$ cat config.mk
export PLATFORM = sky130hd
export DESIGN_NAME = dma_ctrl_regs
export DESIGN_NICKNAME = d
export VERILOG_FILES = /design/src/rtl/dmactl_pkg.sv /design/src/rtl/dmactl_cmd.sv /design/src/rtl/dmactl_stat.sv /design/src/rtl/dmactl_ptr.sv /design/src/rtl/dma_ctrl_regs.sv
export SDC_FILE = /design/constraint.sdc
export NUM_CORES = 1
export LEC_CHECK = 0
export ABC_AREA = 1
export BUFFER_PORTS_ARGS = -buffer_cell sky130_fd_sc_hd__clkbuf_2
export CAP_MARGIN = 25
export CORE_MARGIN = 2
export CORE_UTILIZATION = 43
export CTS_BUF_LIST = sky130_fd_sc_hd__clkbuf_2 sky130_fd_sc_hd__clkbuf_4 sky130_fd_sc_hd__clkbuf_8
export CTS_CLUSTER_DIAMETER = 30
export DETAILED_ROUTE_END_ITERATION = 7
export MAX_ROUTING_LAYER = met4
export PLACE_DENSITY = 0.91
export SYNTH_ARGS = -nofsm -noshare
export SYNTH_HDL_FRONTEND = slang
export SYNTH_SLANG_ARGS = --single-unit
export TNS_END_PERCENT = 30
$ cat constraint.sdc
create_clock -name clk -period 1.37 [get_ports clk]
set_input_delay 0.137 -clock clk [delete_from_list [all_inputs] [get_ports clk]]
set_output_delay 0.137 -clock clk [all_outputs]
set_load 0.01 [all_outputs]
$ cat src/rtl/dmactl_pkg.sv
package dmactl_pkg;

    localparam int REG_W  = 32;
    localparam int BYTE_W = 8;
    localparam int LANES  = REG_W / BYTE_W;

    // lane positions inside the control word at address 0
    localparam int CMD_LANE  = 0;
    localparam int STAT_LANE = 2;

    // bit positions inside the status byte (decoded by software)
    localparam int ST_ACT  = 0;
    localparam int ST_ERR  = 1;
    localparam int ST_IRQ  = 2;
    localparam int ST_CAP0 = 5;
    localparam int ST_CAP1 = 6;

    // bit positions inside the command byte
    localparam int CM_START = 0;
    localparam int CM_DIR   = 3;

    typedef struct packed {
        logic [3:0] rsvd_hi;
        logic       to_mem;
        logic [1:0] rsvd_mid;
        logic       start;
    } cmd_t;

    typedef struct packed {
        logic       rsvd7;
        logic [1:0] drv_cap;
        logic [1:0] rsvd43;
        logic       irq;
        logic       err;
        logic       act;
    } stat_t;

    function automatic logic completion_ok(stat_t s);
        return s.irq & ~s.err & ~s.act;
    endfunction

    function automatic logic [REG_W-1:0] ctl_word(cmd_t c, stat_t s);
        return {8'h00, s, 8'h00, c};
    endfunction

endpackage

$ cat src/rtl/dmactl_cmd.sv
module dmactl_cmd
    import dmactl_pkg::*;
(
    input  logic clk,
    input  logic rst,
    input  logic wr_en,
    input  logic start_d,
    input  logic dir_d,
    output cmd_t cmd_q
);

    always_ff @(posedge clk) begin
        if (rst) begin
            cmd_q <= '0;
        end else if (wr_en) begin
            cmd_q.start  <= start_d;
            cmd_q.to_mem <= dir_d;
        end
    end

endmodule

$ cat src/rtl/dmactl_stat.sv
module dmactl_stat
    import dmactl_pkg::*;
(
    input  logic       clk,
    input  logic       rst,
    input  logic       eng_active,
    input  logic       set_err,
    input  logic       set_irq,
    input  logic       clr_err,
    input  logic       clr_irq,
    input  logic       cap_wr,
    input  logic [1:0] cap_d,
    output stat_t      st_q
);

    always_ff @(posedge clk) begin
        if (rst) begin
            st_q <= '0;
        end else begin
            st_q.act <= eng_active;
            // a set event wins over a same-cycle clear
            st_q.err <= set_err | (st_q.err & ~clr_err);
            st_q.irq <= set_irq | (st_q.irq & ~clr_irq);
            if (cap_wr) begin
                st_q.drv_cap <= cap_d;
            end
        end
    end

endmodule

$ cat src/rtl/dmactl_ptr.sv
module dmactl_ptr #(
    parameter int PTR_W = 32
) (
    input  logic               clk,
    input  logic               rst,
    input  logic               wr_en,
    input  logic [PTR_W/8-1:0] be,
    input  logic [PTR_W-1:2]   wdata,
    output logic [PTR_W-1:0]   ptr
);

    localparam int NLANE = PTR_W / 8;

    logic [PTR_W-1:2] ptr_q;

    for (genvar g = 0; g < NLANE; g++) begin : g_lane
        if (g == 0) begin : g_low
            always_ff @(posedge clk) begin
                if (rst) begin
                    ptr_q[7:2] <= '0;
                end else if (wr_en && be[0]) begin
                    ptr_q[7:2] <= wdata[7:2];
                end
            end
        end else begin : g_full
            always_ff @(posedge clk) begin
                if (rst) begin
                    ptr_q[g*8 +: 8] <= '0;
                end else if (wr_en && be[g]) begin
                    ptr_q[g*8 +: 8] <= wdata[g*8 +: 8];
                end
            end
        end
    end

    assign ptr = {ptr_q, 2'b00};

endmodule

$ cat src/rtl/dma_ctrl_regs.sv
module dma_ctrl_regs
    import dmactl_pkg::*;
#(
    parameter int ADDR_W = 3
) (
    input  logic              clk,
    input  logic              rst,
    input  logic              bus_wr,
    input  logic [ADDR_W-1:0] bus_addr,
    input  logic [3:0]        bus_be,
    input  logic [31:0]       bus_wdata,
    output logic [31:0]       bus_rdata,
    input  logic              eng_active,
    input  logic              eng_err_pulse,
    input  logic              eng_irq_pulse,
    output logic              xfer_start,
    output logic              xfer_to_mem,
    output logic [31:0]       desc_ptr,
    output logic              irq,
    output logic              xfer_good
);

    localparam int SB = STAT_LANE * BYTE_W;
    localparam int CB = CMD_LANE * BYTE_W;

    logic  hit_ctl, hit_ptr;
    logic  cmd_wr, stat_wr;
    cmd_t  cmd_q;
    stat_t st_q;
    logic [7:0] st_byte;

    assign hit_ctl = (bus_addr == ADDR_W'(0));
    assign hit_ptr = (bus_addr == ADDR_W'(4));
    assign cmd_wr  = bus_wr & hit_ctl & bus_be[CMD_LANE];
    assign stat_wr = bus_wr & hit_ctl & bus_be[STAT_LANE];

    dmactl_cmd u_cmd (
        .clk     (clk),
        .rst     (rst),
        .wr_en   (cmd_wr),
        .start_d (bus_wdata[CB + CM_START]),
        .dir_d   (bus_wdata[CB + CM_DIR]),
        .cmd_q   (cmd_q)
    );

    dmactl_stat u_stat (
        .clk        (clk),
        .rst        (rst),
        .eng_active (eng_active),
        .set_err    (eng_err_pulse),
        .set_irq    (eng_irq_pulse),
        .clr_err    (stat_wr & bus_wdata[SB + ST_ERR]),
        .clr_irq    (stat_wr & bus_wdata[SB + ST_IRQ]),
        .cap_wr     (stat_wr),
        .cap_d      (bus_wdata[SB + ST_CAP1 : SB + ST_CAP0]),
        .st_q       (st_q)
    );

    dmactl_ptr #(.PTR_W(REG_W)) u_ptr (
        .clk   (clk),
        .rst   (rst),
        .wr_en (bus_wr & hit_ptr),
        .be    (bus_be),
        .wdata (bus_wdata[REG_W-1:2]),
        .ptr   (desc_ptr)
    );

    always_comb begin
        if (hit_ctl)      bus_rdata = ctl_word(cmd_q, st_q);
        else if (hit_ptr) bus_rdata = desc_ptr;
        else              bus_rdata = '0;
    end

    assign st_byte     = st_q;
    assign xfer_start  = cmd_q.start;
    assign xfer_to_mem = cmd_q.to_mem;
    assign irq         = st_q.irq;
    assign xfer_good   = completion_ok(st_q);

endmodule

==> flow_metrics.py <==
metrics = {
    "layout": {
        "layout_commonest_cell": "clkbuf_2",
        "fillers": 343,
        "diodes": 0,
        "nets": 404,
        "layout_common_cells": "108 x clkbuf_2, 43 x nand2_1, 39 x inv_1, 37 x nand3_1, 37 x dfxtp_1",
        "syn_to_final_growth_pct": 38.4,
        "drive_gt1_share_pct": 35.6,
    },
    "clocking": {
        "cts-resized-gates": 0,
        "cts.sinks": 37,
        "clockBufferDepth": 2,
        "cts_buffers": 5,
        "cts_root_buf": "clkbuf_8",
        "cts_tree": "built",
        "clk_latency_ps": 290,
        "cts_hold_buf": 0,
        "htree_levels": 2,
        "clk_pin_slew_ps": 70,
        "postCtsSetupBuffers": 0,
    },
    "logic_synthesis": {
        "ys_seq_area_share_pct": 43.2,
        "ys_warn_count": 0,
        "synth-seq-cells": 37,
        "synthDistinctLibCells": 17,
        "syn-cell-area_sq_um": 1710,
        "synth_top_area_share_pct": 43.2,
        "synthAdderAreaFrac_pct": 0,
        "synth_xor_area_share_pct": 0,
        "postSynthCellCount": 250,
        "avgSynthCellArea_sq_um": 6.86,
        "muxShareOfSynthArea_pct": 0,
        "synth-compound-area-share_pct": 13.1,
        "synth-simple-area-share_pct": 28.8,
        "synth_top_family_by_area": "simple AND/OR/NAND/NOR gates",
        "synth.area.top_cells": "dfxtp_1 43%, nand3_1 11%, a21oi_1 11%",
        "synth_top_area_cell": "dfxtp_1",
    },
    "global_route": {
        "antenna_found_initial": 0,
        "grt_pass1_vias": 1698,
        "gr-usage-all-layers_pct": 21.6,
        "grt_pass1_wl_mm": 7.17,
        "grt_start_max_net_pins": 25,
        "grt.overflow.total": 0,
    },
    "setup_path": {
        "critPathKind": "primary input to primary output",
        "critPathCaptureType": "primary output",
        "r2r-end": "u_stat.st_q[1]",
        "cp-startpoint": "bus_addr[1]",
        "arrival_ps": 1110,
        "required_ps": 1230,
        "worst_r2r_startpoint": "u_stat.st_q[1]",
        "r2r_cells": 3,
        "regToRegSetupSlack_ps": 650,
        "start_kind": "primary input",
        "cp_max_fo": 7,
        "critPathCapture": "bus_rdata[21]",
    },
    "detailed_routing": {
        "dr_total_vias": 1937,
        "detail_route.wl_per_cell_um": 11.1,
        "firstDrtPassIters": 4,
        "final_antenna_net_count": 0,
        "vias_per_cell": 4.75,
        "first_iter_violations": 27,
        "finalWirelength_mm": 4.53,
        "drcViolationCount": 0,
    },
    "die": {
        "core_sq_um": 3740,
        "initial_core_util_pct": 45.8,
        "die_h_um": 67.1,
        "dieArea_sq_um": 4510,
        "fp.dieW_um": 67.1,
        "row_count": 22,
        "ioPinCount": 113,
    },
    "power_and_ir_drop": {
        "power.leakage_uw": 0.00110,
        "p_per_area_nw_per_um2": 873,
        "ir_worst_vdd_uv": 711,
    },
    "sta": {
        "setup_ws_ps": 124,
        "layout_min_cycle_time_ps": 1250,
        "fmax_mhz": 803,
        "skew_ps": 0,
        "rsz0062_at_grt": "false",
        "setup_viol": 0,
        "period_share_pct": 90.9,
        "timing.setup.tns_ps": 0,
        "whs_ps": 50.2,
        "hold_viol": 0,
        "maxSlewViolCount": 0,
    },
    "placed_design": {
        "gp_congestion": 0.804,
        "post-dp-hpwl_mm": 3.53,
        "portBuffers": 108,
        "post-place-ws_ps": 25.7,
    },
    "worst_hold_path": {
        "hold_start": "eng_active",
        "hold_path.class": "primary input to register",
    },
    "flow_run": {
        "drv_cap": 0,
    },
    "status": {
        "status": "finished clean",
    },
}
routing by layer:
| metal | vias to the layer above | GRT usage (%) | part of all wire (%) |
|---|---|---|---|
| met2 | 81 | 36.6 | 47 |
| met3 | 6 | 6.67 | 8.9 |
| li1 | 996 | - | - |
| met4 | 0 | 6.12 | 1.2 |
| met1 | 854 | 24.6 | 43 |
| met5 | - | - | 0 |
critical path: stages:
cell and delay [ps]:
clkbuf_2 100, nor2_4 170, buf_4 160, nand2_1 140, o21ai_0 220, clkbuf_2 170
worst min path at each step:
stage                           to  slack (ps)  depth (start not counted)
global placement    u_stat.st_q[0]         350                          3
global route        u_stat.st_q[0]          50                          3
floorplan           u_stat.st_q[0]         240                          2
finish              u_stat.st_q[0]          50                          3
CTS                 u_stat.st_q[0]          40                          3
detailed placement  u_stat.st_q[0]         360                          3
synth_stat cells, drive strengths merged:
master  count
a21oi      36
buf        11
clkbuf      6
conb        1
dfxtp      37
inv        39
nand2      44
nand3      37
nand4       1
nor2       28
nor3        2
o21ai       6
o21bai      2
kinds of logic after synthesis:
family | after synthesis
simple gates | 112
buf+inv | 56
compound gates | 44
flops | 37
other cells | 1
registers in the layout, summed over array words and instances (netlist names):
register and count:
u_cmd.cmd_q 2, u_ptr.ptr 30, u_stat.st_q 5
cell type report:
type / instances / area [sq um] / area share [%]
clock buffer: 6 / 76.3 / 3.22
clock inverter: 2 / 10.0 / 0.422
inverter: 39 / 146 / 6.17
multi-input combinational: 159 / 731 / 30.8
sequential: 37 / 741 / 31.2
tap: 48 / 60.1 / 2.53
timing repair buffer: 117 / 608 / 25.6
power breakdown:
group / internal, uW / switching [uW] / total (uW)
logic: 92.4 / 129 / 221
registers: 1090 / 12.9 / 1110
clock network: 372 / 371 / 743
total: 1560 / 513 / 2070
metrics by stage:
stage,util (%),power (uW),area (sq um),cells
6_report,63.4,2070,2370,408
3_3_place_gp,61.1,1350,2290,400
5_1_grt,63.4,2170,2370,408
2_1_floorplan,-,1250,1720,252
3_5_place_dp,61.1,1350,2290,400
4_1_cts,63.4,2100,2370,408
No activity file was read; power rests on OpenSTA's default activity.
